`config.mk`:
```
export PLATFORM = sky130hd
export DESIGN_NAME = spi_tgt
export DESIGN_NICKNAME = d
export VERILOG_FILES = /design/src/rtl/spi_tgt_pkg.sv /design/src/rtl/spi_tgt_sync.sv /design/src/rtl/spi_tgt_rstsync.sv /design/src/rtl/spi_tgt_shift.sv /design/src/rtl/spi_tgt_regs.sv /design/src/rtl/spi_tgt.sv
export SDC_FILE = /design/constraint.sdc
export NUM_CORES = 1
export LEC_CHECK = 0
export ABC_AREA = 1
export BUFFER_PORTS_ARGS = -buffer_cell sky130_fd_sc_hd__clkbuf_2
export CAP_MARGIN = 20
export CELL_PAD_IN_SITES_DETAIL_PLACEMENT = 1
export CELL_PAD_IN_SITES_GLOBAL_PLACEMENT = 2
export CORE_ASPECT_RATIO = 1.4
export CORE_MARGIN = 3
export CORE_UTILIZATION = 31
export CTS_CLUSTER_SIZE = 20
export DETAILED_ROUTE_END_ITERATION = 16
export PLACE_DENSITY = 0.76
export SLEW_MARGIN = 20
export SYNTH_ARGS = -nofsm -noshare
export SYNTH_HDL_FRONTEND = slang
export SYNTH_SLANG_ARGS = --single-unit
```
`constraint.sdc`:
```
create_clock -name clk_i -period 1.61 [get_ports clk_i]
set_clock_uncertainty 0.2 [all_clocks]
set_input_delay 0.161 -clock clk_i [delete_from_list [all_inputs] [get_ports clk_i]]
set_output_delay 0.161 -clock clk_i [all_outputs]
set_load 0.05 [all_outputs]
```
`src/rtl/spi_tgt_pkg.sv`:
```
package spi_tgt_pkg;
  typedef logic [1:0] mode_t;
  localparam mode_t MODE_TARGET = 2'b11;
  localparam int unsigned SYNC_STAGES_DEF = 2;
endpackage

```
`src/rtl/spi_tgt_sync.sv`:
```
module spi_tgt_sync #(
  parameter int unsigned W      = 3,
  parameter int unsigned STAGES = 2,
  parameter logic [W-1:0] RST_VAL = '0
) (
  input  logic         clk_i,
  input  logic         rst_ni,
  input  logic [W-1:0] d_i,
  output logic [W-1:0] q_o
);
  logic [W-1:0] stage_q [STAGES];
  logic [W-1:0] stage_d [STAGES];

  always_comb begin
    stage_d[0] = d_i;
    for (int s = 1; s < STAGES; s++) stage_d[s] = stage_q[s-1];
  end

  for (genvar g = 0; g < STAGES; g++) begin : g_stage
    always_ff @(posedge clk_i or negedge rst_ni) begin
      if (!rst_ni) stage_q[g] <= RST_VAL;
      else         stage_q[g] <= stage_d[g];
    end
  end

  assign q_o = stage_q[STAGES-1];
endmodule

```
`src/rtl/spi_tgt_rstsync.sv`:
```
module spi_tgt_rstsync #(
  parameter int unsigned STAGES = 2
) (
  input  logic clk_i,
  input  logic rst_ni,
  output logic rst_no
);
  logic [STAGES-1:0] chain_q;
  logic [STAGES-1:0] chain_d;

  assign chain_d = {chain_q[STAGES-2:0], 1'b1};

  always_ff @(posedge clk_i or negedge rst_ni) begin
    if (!rst_ni) chain_q <= '0;
    else         chain_q <= chain_d;
  end

  assign rst_no = chain_q[STAGES-1];
endmodule

```
`src/rtl/spi_tgt_shift.sv`:
```
module spi_tgt_shift #(
  parameter int unsigned DW = 8,
  localparam int unsigned CW = $clog2(DW)
) (
  input  logic          clk_i,
  input  logic          rst_ni,
  input  logic          active_i,
  input  logic          cs_use_i,
  input  logic          lsb_first_i,
  input  logic          sck_s_i,
  input  logic          ss_s_i,
  input  logic          sdi_s_i,
  input  logic          load_i,
  input  logic [DW-1:0] load_data_i,
  output logic          sdo_o,
  output logic          sdo_oe_o,
  output logic          busy_o,
  output logic          complete_o,
  output logic [DW-1:0] rx_byte_o
);
  localparam logic [CW-1:0] LAST = CW'(DW - 1);

  logic          sck_prev_q, sck_prev_d;
  logic [CW-1:0] cnt_q, cnt_d;
  logic [DW-1:0] buf_q, buf_d;
  logic          smp_q, smp_d;
  logic          run, rise, fall;

  assign run  = active_i && (!cs_use_i || !ss_s_i);
  assign rise = sck_s_i && !sck_prev_q;
  assign fall = !sck_s_i && sck_prev_q;

  always_comb begin
    sck_prev_d = sck_s_i;
    cnt_d      = cnt_q;
    buf_d      = buf_q;
    smp_d      = smp_q;
    complete_o = 1'b0;
    if (!run) begin
      cnt_d = '0;
    end else if (rise) begin
      smp_d = sdi_s_i;
      if (cnt_q == LAST) begin
        cnt_d      = '0;
        complete_o = 1'b1;
      end else begin
        cnt_d = cnt_q + 1'b1;
      end
    end else if (fall && cnt_q != '0) begin
      if (lsb_first_i) buf_d = {smp_q, buf_q[DW-1:1]};
      else             buf_d = {buf_q[DW-2:0], smp_q};
    end
    if (load_i) buf_d = load_data_i;
  end

  always_ff @(posedge clk_i or negedge rst_ni) begin
    if (!rst_ni) begin
      sck_prev_q <= 1'b0;
      cnt_q      <= '0;
      buf_q      <= '0;
      smp_q      <= 1'b0;
    end else begin
      sck_prev_q <= sck_prev_d;
      cnt_q      <= cnt_d;
      buf_q      <= buf_d;
      smp_q      <= smp_d;
    end
  end

  assign rx_byte_o = lsb_first_i ? {sdi_s_i, buf_q[DW-1:1]} : {buf_q[DW-2:0], sdi_s_i};
  assign busy_o    = (cnt_q != '0);
  assign sdo_oe_o  = run;
  assign sdo_o     = run && (lsb_first_i ? buf_q[0] : buf_q[DW-1]);

  AST_IDLE_WHEN_OFF: assert property (@(posedge clk_i) disable iff (!rst_ni)
    !active_i |=> (cnt_q == '0));
  AST_ABORT_ON_DESELECT: assert property (@(posedge clk_i) disable iff (!rst_ni)
    (cs_use_i && ss_s_i) |=> (cnt_q == '0));
  AST_SHIFT_ONLY_ON_FALL: assert property (@(posedge clk_i) disable iff (!rst_ni)
    (!load_i && !(fall && busy_o)) |=> $stable(buf_q));
endmodule

```
`src/rtl/spi_tgt_regs.sv`:
```
module spi_tgt_regs #(
  parameter int unsigned DW = 8
) (
  input  logic          clk_i,
  input  logic          rst_ni,
  input  logic          wr_i,
  input  logic [DW-1:0] wdata_i,
  input  logic          clr_wcol_i,
  input  logic          clr_done_i,
  input  logic          busy_i,
  input  logic          complete_i,
  input  logic [DW-1:0] rx_byte_i,
  output logic [DW-1:0] rdata_o,
  output logic          wcol_o,
  output logic          done_o,
  output logic          irq_o,
  output logic          load_o,
  output logic [DW-1:0] load_data_o
);
  logic [DW-1:0] data_q, data_d;
  logic          wcol_q, wcol_d;
  logic          done_q, done_d;
  logic          irq_q, irq_d;
  logic          accept, reject;

  assign accept = wr_i && !busy_i && !wcol_q;
  assign reject = wr_i && !accept;

  always_comb begin
    data_d = data_q;
    if (complete_i)  data_d = rx_byte_i;
    else if (accept) data_d = wdata_i;
    wcol_d = wcol_q;
    if (reject)          wcol_d = 1'b1;
    else if (clr_wcol_i) wcol_d = 1'b0;
    done_d = done_q;
    if (complete_i)      done_d = 1'b1;
    else if (clr_done_i) done_d = 1'b0;
    irq_d = complete_i;
  end

  always_ff @(posedge clk_i or negedge rst_ni) begin
    if (!rst_ni) begin
      data_q <= '0;
      wcol_q <= 1'b0;
      done_q <= 1'b0;
      irq_q  <= 1'b0;
    end else begin
      data_q <= data_d;
      wcol_q <= wcol_d;
      done_q <= done_d;
      irq_q  <= irq_d;
    end
  end

  assign rdata_o     = data_q;
  assign wcol_o      = wcol_q;
  assign done_o      = done_q;
  assign irq_o       = irq_q;
  assign load_o      = accept;
  assign load_data_o = wdata_i;

  AST_WCOL_ON_BUSY_WRITE: assert property (@(posedge clk_i) disable iff (!rst_ni)
    (wr_i && busy_i) |=> wcol_q);
  AST_REJECT_KEEPS_DATA: assert property (@(posedge clk_i) disable iff (!rst_ni)
    (wr_i && (busy_i || wcol_q) && !complete_i) |=> $stable(data_q));
  AST_DONE_STICKY: assert property (@(posedge clk_i) disable iff (!rst_ni)
    (done_q && !clr_done_i) |=> done_q);
  AST_IRQ_WITH_DONE: assert property (@(posedge clk_i) disable iff (!rst_ni)
    irq_q |-> done_q);
  AST_IRQ_SINGLE: assert property (@(posedge clk_i) disable iff (!rst_ni)
    irq_q |=> !irq_q);
endmodule

```
`src/rtl/spi_tgt.sv`:
```
module spi_tgt
  import spi_tgt_pkg::*;
#(
  parameter int unsigned DW          = 8,
  parameter int unsigned SYNC_STAGES = SYNC_STAGES_DEF
) (
  input  logic          clk_i,
  input  logic          rst_ni,
  input  logic          en_i,
  input  logic [1:0]    mode_i,
  input  logic          cs_use_i,
  input  logic          lsb_first_i,
  input  logic          wr_i,
  input  logic [DW-1:0] wdata_i,
  input  logic          clr_wcol_i,
  input  logic          clr_done_i,
  output logic [DW-1:0] rdata_o,
  output logic          wcol_o,
  output logic          done_o,
  output logic          irq_o,
  input  logic          sck_i,
  input  logic          ss_ni,
  input  logic          sdi_i,
  output logic          sdo_o,
  output logic          sdo_oe_o
);
  logic          rst_n;
  logic [2:0]    pins_s;
  logic          active;
  logic          busy, complete, load;
  logic [DW-1:0] rx_byte, load_data;

  spi_tgt_rstsync #(.STAGES(SYNC_STAGES)) u_rst (
    .clk_i (clk_i), .rst_ni(rst_ni), .rst_no(rst_n)
  );

  spi_tgt_sync #(.W(3), .STAGES(SYNC_STAGES), .RST_VAL(3'b010)) u_sync (
    .clk_i(clk_i), .rst_ni(rst_n),
    .d_i  ({sdi_i, ss_ni, sck_i}),
    .q_o  (pins_s)
  );

  assign active = en_i && (mode_t'(mode_i) == MODE_TARGET);

  spi_tgt_shift #(.DW(DW)) u_shift (
    .clk_i      (clk_i),
    .rst_ni     (rst_n),
    .active_i   (active),
    .cs_use_i   (cs_use_i),
    .lsb_first_i(lsb_first_i),
    .sck_s_i    (pins_s[0]),
    .ss_s_i     (pins_s[1]),
    .sdi_s_i    (pins_s[2]),
    .load_i     (load),
    .load_data_i(load_data),
    .sdo_o      (sdo_o),
    .sdo_oe_o   (sdo_oe_o),
    .busy_o     (busy),
    .complete_o (complete),
    .rx_byte_o  (rx_byte)
  );

  spi_tgt_regs #(.DW(DW)) u_regs (
    .clk_i      (clk_i),
    .rst_ni     (rst_n),
    .wr_i       (wr_i),
    .wdata_i    (wdata_i),
    .clr_wcol_i (clr_wcol_i),
    .clr_done_i (clr_done_i),
    .busy_i     (busy),
    .complete_i (complete),
    .rx_byte_i  (rx_byte),
    .rdata_o    (rdata_o),
    .wcol_o     (wcol_o),
    .done_o     (done_o),
    .irq_o      (irq_o),
    .load_o     (load),
    .load_data_o(load_data)
  );

  AST_OE_ONLY_WHEN_ON: assert property (@(posedge clk_i) disable iff (!rst_n)
    sdo_oe_o |-> (en_i && mode_i == 2'b11));
endmodule

```
======== Word-level counts from Yosys, hierarchy flattened ========
Index checks and enable logic that the tools add are counted.
word-level totals
  register bits after elaboration ......... 32
  input port bits ......................... 21
  word-level logic and storage cells ...... 60
cells by class
  add/subtract/negate cells ............... 1
  equality and inequality tests ........... 4
  mux-type cells .......................... 19
  reduce and logical (&&, ||, !) cells .... 25
operator list
  kind                 number
  $mux 8               8
  $reduce_bool 2->1    5
  $logic_and 1x1->1    9
  $mux 3               3
  $mux 1               8
  $logic_not 1->1      7
  $add 3x1->3 const B  1
  $eq 3x3->1 const B   1
  $reduce_and 3->1     1
  $reduce_bool 3->1    1
  $eq 2x2->1 const B   1
  $ne 2x1->1 const B   1
  $ne 2x2->1 const B   1
  $reduce_and 2->1     1
  $logic_or 1x1->1     1

======== Longest topological paths before layout ========
  depth in word-level cells ............... 7
  depth in mapped cells ................... 10

======== Modules after synthesis ========
A second synthesis with hierarchy kept.
second synthesis, totals
  cells, all modules ...................... 224
  area, all modules ....................... 1,749.2 µm²
by module, submodules not included
  module           instances  cells an instance  area each (µm²)  sequential area each (µm²)
  spi_tgt_shift    1          132                910.9            325.3
  spi_tgt_regs     1          80                 618.1            275.3
  spi_tgt_sync     1          6                  152.6            152.6
  spi_tgt_rstsync  1          3                  53.8             50.0
  spi_tgt          1          3                  13.8             0.0

======== Worst setup path before layout ========
OpenSTA, ideal clock, no wires.
  kind .................................... input to output
  start point ............................. in lsb_first_i
  end point ............................... out sdo_o
  arrival ................................. 1.258 ns
  setup slack ............................. -0.009 ns
  stages .................................. 5
  path buffers ............................ 2
  cell sequence ........................... buf_2 -> buf_2 -> nor2_1 -> a21oi_1 -> nor2_1
on the way
  cells in the longest elaborated chain, start to end .. 2
RTL lines
  what               RTL line             RTL
  from (decl)        spi_tgt.sv:12        input logic lsb_first_i,
  $mux 1             spi_tgt_shift.sv:73  assign sdo_o = run && (lsb_first_i ? buf_q[0] : buf_q[DW-1]);
  $logic_and 1x1->1  spi_tgt_shift.sv:73
  to (decl)          spi_tgt.sv:24        output logic sdo_o,
Every way passes these cells.

======== Worst setup path in the final report ========
  start point ............................. reg u_shift.cnt_q[0]
  end point ............................... reg u_regs.data_q[0] (netlist: u_regs.rdata_o[0])
on the way
  cells in the longest elaborated chain, start to end .. 5
  elaborated cells between the ends (all ways) .. 10
  classes of those cells .................. eq/ne: 1; mux: 4; reduce/logical: 5
RTL lines
  what                                             RTL line                                  RTL
  from (decl)                                      spi_tgt_shift.sv:24                       logic [CW-1:0] cnt_q, cnt_d;
  from (signal assigned)                           spi_tgt_shift.sv:64                       cnt_q <= cnt_d;
  $eq 3x3->1 or $reduce_bool 3->1 (tied branches)  spi_tgt_shift.sv:43, spi_tgt_shift.sv:71
  $mux 1 or $logic_not 1->1 (tied branches)        spi_tgt_shift.sv:43, spi_tgt_regs.sv:26
  $mux 1 or $logic_and 1x1->1 (tied branches)      spi_tgt_shift.sv:41, spi_tgt_regs.sv:26
  $mux 1 or $logic_and 1x1->1 (tied branches)      spi_tgt_shift.sv:39, spi_tgt_regs.sv:26
  $mux 8 or $reduce_bool 2->1 (tied branches)      --
  to (signal assigned)                             spi_tgt_regs.sv:49                        data_q <= data_d;
  to (decl)                                        spi_tgt_regs.sv:20                        logic [DW-1:0] data_q, data_d;
Parallel ways exist; a longest one is shown, timed or not.
A chain may end at the register's enable or synchronous reset.

==> qor.yml <==
crit_buf_inv: 2
rsz0062_at_grt: "yes"
clock-sinks: 32
synth_area_leaders: "dfrtp_1 (44%), nand2_1 (21%), nand3_1 (10%)"
layout-drive-gt1-share_pct: 37.1
critPathSlowestCell: "dfrtp_1"
cts_tree: "done"
violations: "setup timing"
place_area_um2: 2030
synth.largest_area_cell: "dfrtp_1"
timing.final.crit_share_pct: 102
grt_pass1_wl_mm: 7.87
multi_input_area_um2: 1010
worstHoldStart: "wdata_i[3]"
crit_chain: "ha_2 -> ha_4 -> inv_2 -> nor2_4 -> buf_12 -> nand3_1 -> nand2_1 -> nand2_1"
cts_buffer_depth: 2
peakVddDrop_v: 0.000369
seq_area_um2: 805
cp-startpoint: "u_shift.cnt_q[0]"
clkLatencyLatePin_ns: 0.28
avgSynthCellArea_um2: 7.53
grt_overflow: 0
dr.pass1.iters: 4
cts_buffers: 5
place.gp.congestion: 0.740
hold_path_class: "in2reg"
crit_path_frequent_cell: "nand2_1"
core_um2: 5280
fp-row-count: 31
cp.arrival_ns: 1.60
yosys.area.top_type_share_pct: 43.5
clk_pin_slew_ns: 0.07
clock.fmax_ghz: 0.610
setup-violations-final: 8
ant_nets: 0
max_cap_viol_count: 0
wl_per_cell_um: 13.5
netlist_instances: 229
numPortBuffers: 33
fin_ws_ns: -0.0285
totalWireLength_mm: 4.76
whs_ns: 0.0337
outcome: "finished, violations left"
finalHoldViolCount: 0
drt_iter0_markers: 84
grt_max_degree: 31
crit_type: "reg2reg"
rr_startpoint: "u_shift.cnt_q[0]"
cp_max_fo: 8
end_kind: "flop"
fin_crit_ns: 1.64
post-route-util_pct: 47.2
vias_per_cell: 4.56
ys_seq_area_share_pct: 46.6
critical_path.max_stage_delay_ns: 0.39
syn_to_final_growth_pct: 44.2
initial_utilization_pct: 32.7
h-tree-depth: 2
fin_nets: 309
cp-start-kind: "flop"
r2r_slack_ns: -0.03
dp_hpwl_mm: 3.45
required_ns: 1.58
synth_seq_cells: 32
grtUsageTotal_pct: 15.4
clockRootBuffer: "clkbuf_8"
synth_area_um2: 1730
n_antenna_cell: 0
synth_cell_types: 20
dp_slack_ns: 0.0000222
slew_violations: 0
num_io_pins: 34
chipWidth_um: 69.1
fillCellCount: 674
dieArea_um2: 6510
power_density_nw_per_um2: 953
antenna_found_initial: 0
final_area_um2: 2490
drc: 0
p_leak_uw: 0.00131
yosysWarnings: 0
routed-via-count: 1604
cp_top_family: "simple AND/OR/NAND/NOR gates"
p_total_uw: 2370
die_h_um: 94.3
grt_pass1_vias: 1685
syn_nets: 253
## tightest hold or removal path, cell delays in order
cell and delay [ns]:
clkbuf_2 0.10, nand3_4 0.08, nand2_2 0.04, nand2_1 0.06, nand2_1 0.04
## repair_timing
item,CTS,global route
endpoints found under the setup margin,4,19
gates resized for setup,8,50
endpoints found under the hold margin,7,0
pin swaps,4,27
setup buffers,2,1
hold buffers,8,0
gates cloned,1,1
## Yosys cell counts, drive strengths merged
cell     n
dfrtp   30
nand3   35
inv     25
ha       3
a21oi    1
dfstp    2
nor2    13
nand2  100
conb     1
o21ai   12
buf      7
## kinds of logic (layout without fill, tap and decap cells)
logic type	Yosys count	in the layout	synth area share, %
simple gates	148	150	38.9
flops	32	32	46.6
buf+inv	32	87	8.34
compound gates	13	13	3.77
fa+ha+maj	3	3	2.18
other cells	1	1	0.217
## registers in the layout (all words and copies together) (netlist names), 2 cells and up
| register | count |
|---|---|
| u_regs.rdata_o | 8 |
| u_sync.q_o | 3 |
| u_shift.buf_q | 8 |
| u_sync.stage_d | 3 |
| u_shift.cnt_q | 3 |
| u_rst.chain_q | 2 |
## power breakdown
| part | internal (µW) | total (µW) | switching [µW] |
|---|---|---|---|
| Clock | 349 | 635 | 286 |
| Combinational | 244 | 734 | 491 |
| Sequential | 921 | 1000 | 81.4 |
| Total | 1510 | 2370 | 858 |
## metal layers
metal / up-vias / global-route usage [%] / wire length, µm
met1: 756 / 18.8 / 2130
li1: 822 / - / -
met5: - / 0 / 0
met2: 20 / 26.6 / 2450
met3: 6 / 3.43 / 125
met4: 0 / 5.37 / 63
## cell type report
cell class,instances,share of cell area [%]
Clock buffer,8,3.62
Inverter,25,3.87
Multi-Input combinational cell,167,40.4
Sequential cell,32,32.3
Tap cell,66,3.32
Timing Repair Buffer,54,16.4
## through the flow
| stage | cells | setup TNS [ns] |
|---|---|---|
| 5_1_grt | 352 | -1.21 |
| 3_5_place_dp | 332 | 0 |
| 3_3_place_gp | 332 | 0 |
| 6_report | 352 | -0.0987 |
| 2_1_floorplan | 229 | 0 |
| 4_1_cts | 351 | -0.0159 |
## worst paths after layout
path | endpoint | cells past startpoint
max reg2reg | u_regs.rdata_o[0] | 8
min reg2reg | u_shift.buf_q[5] | 1
max | u_regs.rdata_o[0] | 8
min | u_shift.buf_q[3] | 5
max in group asynchronous | u_rst.chain_q[0] | 3
min in group asynchronous | u_shift.buf_q[5] | 1
## cells in the final DEF (no fill, tap or decap), types with 7 or more instances in the layout
| master | n |
|---|---|
| clkbuf_2 | 31 |
| inv_1 | 18 |
| dlygate4sd3_1 | 8 |
| buf_4 | 10 |
| clkbuf_8 | 7 |
| nand3_4 | 8 |
| nand2_2 | 18 |
| o21ai_1 | 9 |
| nand2_1 | 79 |
| dfrtp_1 | 29 |
| nand3_1 | 25 |
Power figures use the tool's default switching activity.
